===== config.mk =====
export PLATFORM = sky130hd
export DESIGN_NAME = fpsub_resolver
export DESIGN_NICKNAME = d
export VERILOG_FILES = /design/src/rtl/fpsub_pkg.sv /design/src/rtl/fpsub_nan_pick.sv /design/src/rtl/fpsub_special.sv /design/src/rtl/fpsub_resolver.sv
export SDC_FILE = /design/constraint.sdc
export NUM_CORES = 1
export LEC_CHECK = 0
export BUFFER_PORTS_ARGS = -buffer_cell sky130_fd_sc_hd__buf_2
export CORE_MARGIN = 2
export CORE_UTILIZATION = 48
export DETAILED_ROUTE_END_ITERATION = 8
export PLACE_DENSITY = 0.86
export SYNTH_ARGS = -nofsm -noshare
export SYNTH_HDL_FRONTEND = slang
export SYNTH_SLANG_ARGS = --single-unit
export TNS_END_PERCENT = 20

===== constraint.sdc =====
create_clock -name clk -period 3.15 [get_ports clk]
set_clock_uncertainty 0.2 [all_clocks]
set_input_delay 0 -clock clk [delete_from_list [all_inputs] [get_ports clk]]
set_output_delay 0 -clock clk [all_outputs]
set_load 0.02 [all_outputs]

===== src/rtl/fpsub_pkg.sv =====
package fpsub_pkg;

  typedef enum logic [2:0] {
    CLS_ZERO = 3'd0,
    CLS_NORM = 3'd1,
    CLS_DNRM = 3'd2,
    CLS_INF  = 3'd3,
    CLS_QNAN = 3'd4,
    CLS_SNAN = 3'd5
  } cls_e;

  localparam logic [1:0] RM_DOWN = 2'd3;

  function automatic cls_e cls_fold(input logic [2:0] code);
    cls_e c;
    case (code)
      3'd0:    c = CLS_ZERO;
      3'd2:    c = CLS_DNRM;
      3'd3:    c = CLS_INF;
      3'd4:    c = CLS_QNAN;
      3'd5:    c = CLS_SNAN;
      default: c = CLS_NORM;
    endcase
    return c;
  endfunction

  function automatic logic cls_is_nan(input cls_e c);
    return (c == CLS_QNAN) || (c == CLS_SNAN);
  endfunction

  function automatic logic cls_is_fin(input cls_e c);
    return (c == CLS_ZERO) || (c == CLS_NORM) || (c == CLS_DNRM);
  endfunction

endpackage


===== src/rtl/fpsub_nan_pick.sv =====
module fpsub_nan_pick
  import fpsub_pkg::*;
#(
  parameter int W    = 64,
  parameter int QBIT = 51
) (
  input  cls_e           x_c,
  input  cls_e           y_c,
  input  logic [W-1:0]   x_raw,
  input  logic [W-1:0]   y_raw,
  output logic           hit,
  output logic           inv,
  output logic [W-1:0]   val
);
  localparam logic [W-1:0] QMASK = W'(1) << QBIT;

  always_comb begin
    hit = 1'b1;
    inv = 1'b0;
    val = '0;
    if (x_c == CLS_SNAN) begin
      inv = 1'b1;
      val = x_raw | QMASK;
    end else if (y_c == CLS_SNAN) begin
      inv = 1'b1;
      val = y_raw | QMASK;
    end else if (x_c == CLS_QNAN) begin
      val = x_raw;
    end else if (y_c == CLS_QNAN) begin
      val = y_raw;
    end else begin
      hit = 1'b0;
    end
  end
endmodule


===== src/rtl/fpsub_special.sv =====
module fpsub_special
  import fpsub_pkg::*;
#(
  parameter int W     = 64,
  parameter int EXP_W = 11
) (
  input  cls_e           x_c,
  input  cls_e           y_c,
  input  logic           x_s,
  input  logic           y_s,
  input  logic [W-1:0]   x_raw,
  input  logic [W-1:0]   y_raw,
  input  logic [1:0]     rmode,
  output logic           settle,
  output logic           inv,
  output logic [W-1:0]   val,
  output logic           go,
  output logic           nx,
  output logic           ny
);
  localparam int FRAC_W = W - 1 - EXP_W;
  localparam logic [W-1:0] DNAN =
    {1'b0, {EXP_W{1'b1}}, 1'b1, {(FRAC_W-1){1'b0}}};
  localparam logic [W-1:0] SIGN_BIT = {1'b1, {(W-1){1'b0}}};

  logic x_inf, y_inf, x_zero, y_zero;
  assign x_inf  = (x_c == CLS_INF);
  assign y_inf  = (y_c == CLS_INF);
  assign x_zero = (x_c == CLS_ZERO);
  assign y_zero = (y_c == CLS_ZERO);

  always_comb begin
    settle = 1'b1;
    inv    = 1'b0;
    val    = '0;
    go     = 1'b0;
    nx     = 1'b0;
    ny     = 1'b0;
    if (x_inf && y_inf) begin
      if (x_s != y_s) begin
        val = x_raw;
      end else begin
        val = DNAN;
        inv = 1'b1;
      end
    end else if (y_inf) begin
      val = {~y_s, {EXP_W{1'b1}}, {FRAC_W{1'b0}}};
    end else if (x_inf) begin
      val = x_raw;
    end else if (x_zero && y_zero) begin
      if (x_s != y_s) val = x_raw;
      else            val = {(rmode == RM_DOWN), {(W-1){1'b0}}};
    end else if (y_zero) begin
      val = x_raw;
    end else if (x_zero) begin
      val = y_raw ^ SIGN_BIT;
    end else begin
      settle = 1'b0;
      go     = 1'b1;
      nx     = (x_c == CLS_DNRM);
      ny     = (y_c == CLS_DNRM);
    end
  end
endmodule


===== src/rtl/fpsub_resolver.sv =====
module fpsub_resolver
  import fpsub_pkg::*;
#(
  parameter int W     = 64,
  parameter int EXP_W = 11
) (
  input  logic           clk,
  input  logic           rst,
  input  logic           in_valid,
  input  logic [2:0]     x_cls,
  input  logic           x_sign,
  input  logic [W-1:0]   x_raw,
  input  logic [2:0]     y_cls,
  input  logic           y_sign,
  input  logic [W-1:0]   y_raw,
  input  logic [1:0]     round_mode,
  output logic           out_valid,
  output logic           out_settled,
  output logic           out_proceed,
  output logic [W-1:0]   out_result,
  output logic           out_invalid,
  output logic           out_norm_x,
  output logic           out_norm_y
);
  localparam int FRAC_W = W - 1 - EXP_W;
  localparam int QBIT   = FRAC_W - 1;

  cls_e xc, yc;
  assign xc = cls_fold(x_cls);
  assign yc = cls_fold(y_cls);

  logic           nan_hit, nan_inv;
  logic [W-1:0]   nan_val;
  logic           sp_settle, sp_inv, sp_go, sp_nx, sp_ny;
  logic [W-1:0]   sp_val;

  fpsub_nan_pick #(.W(W), .QBIT(QBIT)) u_nan (
    .x_c(xc), .y_c(yc), .x_raw(x_raw), .y_raw(y_raw),
    .hit(nan_hit), .inv(nan_inv), .val(nan_val)
  );

  fpsub_special #(.W(W), .EXP_W(EXP_W)) u_spec (
    .x_c(xc), .y_c(yc), .x_s(x_sign), .y_s(y_sign),
    .x_raw(x_raw), .y_raw(y_raw), .rmode(round_mode),
    .settle(sp_settle), .inv(sp_inv), .val(sp_val),
    .go(sp_go), .nx(sp_nx), .ny(sp_ny)
  );

  logic           d_settle, d_inv, d_go, d_nx, d_ny;
  logic [W-1:0]   d_val;

  always_comb begin
    if (nan_hit) begin
      d_settle = 1'b1;
      d_inv    = nan_inv;
      d_val    = nan_val;
      d_go     = 1'b0;
      d_nx     = 1'b0;
      d_ny     = 1'b0;
    end else begin
      d_settle = sp_settle;
      d_inv    = sp_inv;
      d_val    = sp_val;
      d_go     = sp_go;
      d_nx     = sp_nx;
      d_ny     = sp_ny;
    end
  end

  always_ff @(posedge clk) begin
    if (rst || !in_valid) begin
      out_valid   <= 1'b0;
      out_settled <= 1'b0;
      out_proceed <= 1'b0;
      out_result  <= '0;
      out_invalid <= 1'b0;
      out_norm_x  <= 1'b0;
      out_norm_y  <= 1'b0;
    end else begin
      out_valid   <= 1'b1;
      out_settled <= d_settle;
      out_proceed <= d_go;
      out_result  <= d_val;
      out_invalid <= d_inv;
      out_norm_x  <= d_nx;
      out_norm_y  <= d_ny;
    end
  end
endmodule


==> results of run 1 <==
[area by class of cell]
| class | count | area (um2) |
|---|---|---|
| clock buffer | 9 | 124 |
| clock inverter | 7 | 73.8 |
| sequential | 70 | 1400 |
| inverter | 6 | 22.5 |
| antenna | 1 | 2.50 |
| multi-input combinational | 296 | 2040 |
| timing repair buffer | 354 | 2500 |
| tap | 102 | 128 |
| fill | 433 | 1310 |
[cell usage after synthesis, types with 5 or more instances]
cell type	number	area share [%]
nand2_1	109	11
dfxtp_1	70	38
o22ai_2	50	17
clkbuf_1	16	1.6
a21oi_1	12	1.6
buf_6	12	3.6
nand3_1	11	1.5
nor2_1	11	1.1
a311o_1	9	2.4
o211ai_1	9	1.8
o21ai_0	9	1.2
buf_2	8	1.1
o221ai_1	8	1.9
a22oi_1	7	1.4
nand2b_1	7	1.2
nor3_1	6	0.81
inv_1	5	0.50
[path summary, 6_finish.rpt]
path / start / endpoint / slack (ns) / cells after the start
worst max-delay path: y_cls[1] / out_result[57]$_SDFF_PN0_ / 0.12 / 8
worst min-delay path: x_cls[2] / out_invalid$_SDFF_PN0_ / 0.11 / 5
[per-stage QoR]
| step | hold WS (ns) | util, % | power, mW |
|---|---|---|---|
| after global placement | 0.0510 | 61.8 | 1.41 |
| after global routing | 0.151 | 82.8 | 2.40 |
| after floorplan | -0.121 | - | 1.26 |
| final | 0.111 | 82.8 | 2.31 |
| after detailed placement | 0.0680 | 61.8 | 1.42 |
| after CTS | 0.0521 | 82.7 | 2.27 |
[logic make-up (layout without fill, tap and decap cells)]
logic type / after synthesis / in the layout
compound gates: 126 / 126
buf+inv: 45 / 376
simple gates: 166 / 166
flops: 70 / 70
other cells: 0 / 1
xor+xnor: 4 / 4
[sequential cells by signal, indices dropped and copies added, names as in the netlist]
signal and cells:
out_norm_x 1, out_result 64, out_norm_y 1, out_invalid 1
out_valid 1, out_settled 1, out_proceed 1
[what timing repair did]
item	in CTS	in global routing
setup endpoints to repair	0	3
hold buffers	139	0
resized for setup	0	1
endpoints found under the hold margin	69	0
[cells in the final DEF (no fill, tap or decap), types with 7 or more instances in the layout]
cell type / instances
clkbuf_8: 9
nand2b_1: 7
a311o_1: 9
o211ai_1: 9
o221ai_1: 8
dlygate4sd3_1: 139
buf_2: 210
nor2_1: 11
nand3_1: 11
nand2_1: 109
dfxtp_1: 70
o22ai_2: 50
a22oi_1: 7
o21ai_0: 9
a21oi_1: 12
[metal layers]
layer | share of wire [%] | GRT usage (%) | vias up
met4 | 6.4 | 20.8 | 0
met2 | 49 | 65.9 | 407
met5 | 0 | 0 | -
met1 | 35 | 39.8 | 2258
met3 | 8.9 | 7.81 | 112
li1 | - | - | 2147
[tightest hold or removal path, cell delays in order]
cell and delay (ns):
buf_2 0.16, nand2b_1 0.15, nor3_1 0.06, o21ai_0 0.14, a21oi_1 0.09
[power breakdown]
group	switching [mW]	leakage, nW	internal (mW)	total, mW
clock	0.383	0.0996	0.369	0.752
combinational	0.335	2.22	0.288	0.622
sequential	0.0133	0.571	0.924	0.938
total	0.731	2.89	1.58	2.31
==> results.cfg, run 1 <==
[run_status]
outcome = finished, final reports clean

[timing]
relSlewSlack_pct = 26.6
setup_ws_ns = 0.118
hold_viol = 0
fin_crit_sh_pct = 96.2
fin_crit_ns = 3.03
setup_viol = 0
fmaxAchievable_mhz = 330
finalSetupTns_ns = 0
worst_slew_pin_slew_ns = 1.10
drv_slew = 0
rsz0062_at_grt = false

[synth]
synthMuxAreaShare_pct = 0
synthAdderAreaFrac_pct = 0
synth_ff_type = dfxtp_1
yosysWarnings = 0
synth_top_family_by_area = compound AO/OA/AOI/OAI gates
ys_ff_latch = 70
seq_area_frac_synth_pct = 37.7
avgSynthCellArea_um2 = 9.05
synth_edf_count = 0
netlist_instances = 411
yosys.area_share.simple_pct = 20.8
syn_nets = 552
async_flop_share_pct = 0
synth-xor-area-share_pct = 1.14
syn-cell-area_mm2 = 0.00372
synth_compound_area_share_pct = 32.9
yosysUniqueCellTypes = 49

[power]
power.density_mw_per_mm2 = 367
leakage_nw = 2.89
peakVddDrop_v = 0.000238

[placed_design]
dpl.hpwl_mm = 8.32
dp.cells = 689
dpl-instance-area_mm2 = 0.00470
place.gp.congestion = 0.921
dpl_worst_slack_ns = 0.999
io_buffer_count = 210

[floorplanning]
ios = 211
die_w_um = 92.0
dieArea_mm2 = 0.00847
die_y_um = 92.0
core_mm2 = 0.00761
initial_core_util_pct = 48.9
rows = 32

[min_path]
worst_hold_path_type = input pin to flop

[cts]
clock_sinks = 70
post_cts_buffers = 0
cts_inserted_buffers = 9
clock_path_buffers = 2
cts_tree = done
clkTransAtPathRegs_ns = 0.09
htreeDepth = 3
cts-root-buf = clkbuf_8

[cells_and_area]
syn2layout_area_growth_pct = 69.3
nets = 878
drive_above_1_share_pct = 39.9
instances_no_fill = 845
design_area_mm2 = 0.00630

[setup_path]
crit_chain = dlygate4sd3_1 -> buf_2 -> nand2b_1 -> a21oi_2 -> a22oi_1 -> dlygate4sd3_1 -> o221ai_1 -> dlygate4sd3_1
crit_fanout = 9
crit_buf_inv = 4
startpoint_type = input pin
cp.required_ns = 3.24
endpoint_kind = flop
crit_family = buffers and inverters
critical_path_class = input pin to flop
critical-path-max-stage-delay_ns = 0.60
critPathSlowestCell = dlygate4sd3_1
cp_common_cell = dlygate4sd3_1
crit_arrival_ns = 3.12

[detailed_routing]
drtAntennaViolNets = 0
vias_per_cell = 5.83
vias = 4924
drc_errors = 0
firstDrtPassIters = 5
wl_per_cell_um = 19.0
routed_wl_mm = 16.1
detail_route.iter0.violations = 373

[grt]
grt_pass1_vias = 4908
grt_use_total_pct = 36.7
grt_overflow = 0
grt_max_degree = 61
antenna_found_initial = 0
grt_pass1_wl_mm = 24.6

[run]
maxCapViolCount = 0
Note: power is estimated with default switching activity, not from simulation.
==> inputs of run 2 (changes only) <==
--- a/config.mk
+++ b/config.mk
@@ -5,9 +5,10 @@
 export SDC_FILE = /design/constraint.sdc
 export NUM_CORES = 1
 export LEC_CHECK = 0
+export ABC_AREA = 1
 export BUFFER_PORTS_ARGS = -buffer_cell sky130_fd_sc_hd__buf_2
 export CORE_MARGIN = 2
-export CORE_UTILIZATION = 48
+export CORE_UTILIZATION = 46
 export DETAILED_ROUTE_END_ITERATION = 8
 export PLACE_DENSITY = 0.86
 export SYNTH_ARGS = -nofsm -noshare
==> results.cfg, run 2 <==
[run_status]
outcome = finished, final reports clean

[grt]
grt_overflow = 0
grt_pass1_wl_mm = 28.3
antenna_found_initial = 1
grt_pass1_vias = 5505
grt_max_degree = 63
grt_use_total_pct = 47.2

[min_path]
worst_hold_path_type = input pin to flop

[cells_and_area]
instances_no_fill = 968
largest-register = out_result
largest_reg_flops = 64
nets = 1004
mostFrequentLayoutCells = buf_2, nand2_1, dlygate4sd3_1
syn2layout_area_growth_pct = 83.6
final_common_cell = buf_2
drive_above_1_share_pct = 27.9
design_area_mm2 = 0.00614

[timing]
fin_crit_ns = 3.10
worst_slew_pin_slew_ns = 1.07
hold_viol = 0
finalSetupTns_ns = 0
fmaxAchievable_mhz = 323
setup_viol = 0
relSlewSlack_pct = 28.3
rsz0062_at_grt = false
drv_slew = 0
fin_crit_sh_pct = 98.3

[synth]
netlist.area_leader.share_pct = 41.9
seq_area_frac_synth_pct = 41.9
netlist_instances = 516
avgSynthCellArea_um2 = 6.48
synth.largest_area_cell = dfxtp_1
synth_edf_count = 0
syn-cell-area_mm2 = 0.00334
netlist_top_cells_area = dfxtp_1, nand2_1, a21oi_1
yosysUniqueCellTypes = 21
yosys-top-cells-count = nand2_1, a21oi_1, dfxtp_1
async_flop_share_pct = 0
yosysWarnings = 0
synth_ff_type = dfxtp_1
yosysMostFrequentCell = nand2_1
ys_ff_latch = 70
syn_nets = 657

[cts]
cts-root-buf = clkbuf_8
clkTransAtPathRegs_ns = 0.08
post_cts_buffers = 0
htreeDepth = 3
clock_sinks = 70
cts_tree = done
clock_path_buffers = 2
cts_inserted_buffers = 9

[floorplanning]
die_w_um = 89.3
dieArea_mm2 = 0.00797
core_mm2 = 0.00714
die_y_um = 89.3
initial_core_util_pct = 46.8
rows = 31
ios = 211

[placed_design]
place.gp.congestion = 0.936
dp.cells = 802
dpl-instance-area_mm2 = 0.00441
io_buffer_count = 210
dpl.hpwl_mm = 8.39

[detailed_routing]
wl_per_cell_um = 19.6
drc_errors = 0
vias = 5564
vias_per_cell = 5.75
routed_wl_mm = 19.0
firstDrtPassIters = 6
detail_route.iter0.violations = 661
drtAntennaViolNets = 0

[run]
maxCapViolCount = 0

[setup_path]
startpoint_type = input pin
cp.required_ns = 3.23
critical_path_class = input pin to flop
crit_fanout = 51
crit_arrival_ns = 3.17
endpoint_kind = flop

[power]
power.density_mw_per_mm2 = 390
internal_power_mw = 1.64
total_power_mw = 2.40
pwr-share-seq_pct = 39.2
p_comb_share_pct = 26.6
swShare_pct = 31.5
leakage_nw = 3.29
peakVddDrop_v = 0.000210
power.switching_mw = 0.754
pwr-share-clk_pct = 34.2
## run 2: layer usage
| metal | vias to the layer above | track usage (%) | wire [um] |
|---|---|---|---|
| li1 | 2351 | - | - |
| met2 | 580 | 73.7 | 8540 |
| met5 | - | 0.649 | 0 |
| met3 | 192 | 23.0 | 2230 |
| met1 | 2441 | 50.2 | 6450 |
| met4 | 0 | 32.3 | 1740 |
## run 2: kinds of logic (layout without fill, tap and decap cells)
family                 Yosys count  after routing  synth area share, %
AND/OR/NAND/NOR                266            266                 32.3
AO/OA/AOI/OAI                  112            112                 17.0
flip-flops                      70             70                 41.9
buffers and inverters           68            419                 8.76
other                            0              2                    0
## run 2: repair_timing
action | in CTS | in global routing
setup endpoints to repair | 0 | 58
hold buffers | 149 | 0
endpoints found under the hold margin | 69 | 0
gates resized for setup | 0 | 4
## run 2: power by group through the flow
stage / clock network (mW) / logic, mW / registers (mW)
global placement: 0 / 0.422 / 0.952
floorplan: 0 / 0.204 / 1.00
finish: 0.820 / 0.638 / 0.939
global route: 0.861 / 0.678 / 0.941
CTS: 0.800 / 0.570 / 0.933
detailed placement: 0 / 0.430 / 0.954
## run 2: metrics by stage
| stage | hold slack, ns | setup slack, ns | util (%) |
|---|---|---|---|
| after CTS | 0.176 | 0.173 | 85.7 |
| after floorplan | -0.124 | 1.82 | - |
| after global routing | 0.250 | 0.00975 | 86.0 |
| after global placement | 0.0287 | 1.00 | 61.8 |
| final | 0.250 | 0.0540 | 86.0 |
| after detailed placement | 0.0332 | 0.866 | 61.8 |
## run 2: critical path, cell delays in order
cell	delay, ns
dlygate4sd3_1	0.56
buf_2	0.16
nor2_1	0.10
buf_4	0.19
nand2_1	0.13
inv_2	0.12
nand2_1	0.12
o21ai_1	0.11
nand2_1	0.12
nand2_4	0.44
nand2_1	0.19
a21oi_1	0.27
dlygate4sd3_1	0.64
## run 2: final cells by class
| type | count | area, um2 |
|---|---|---|
| Timing Repair Buffer | 364 | 2580 |
| Inverter | 40 | 150 |
| Sequential cell | 70 | 1400 |
| Clock buffer | 9 | 124 |
| Clock inverter | 6 | 87.6 |
| Fill cell | 318 | 997 |
| Antenna cell | 2 | 5.00 |
| Tap cell | 99 | 124 |
| Multi-Input combinational cell | 378 | 1660 |
## run 2: path summary, 6_finish.rpt
path	end	startpoint	cells after the start	slack [ns]
worst min-delay path	out_norm_y$_SDFF_PP0_	y_cls[2]	3	0.25
worst max-delay path	out_result[30]$_SDFF_PN0_	y_cls[0]	13	0.05
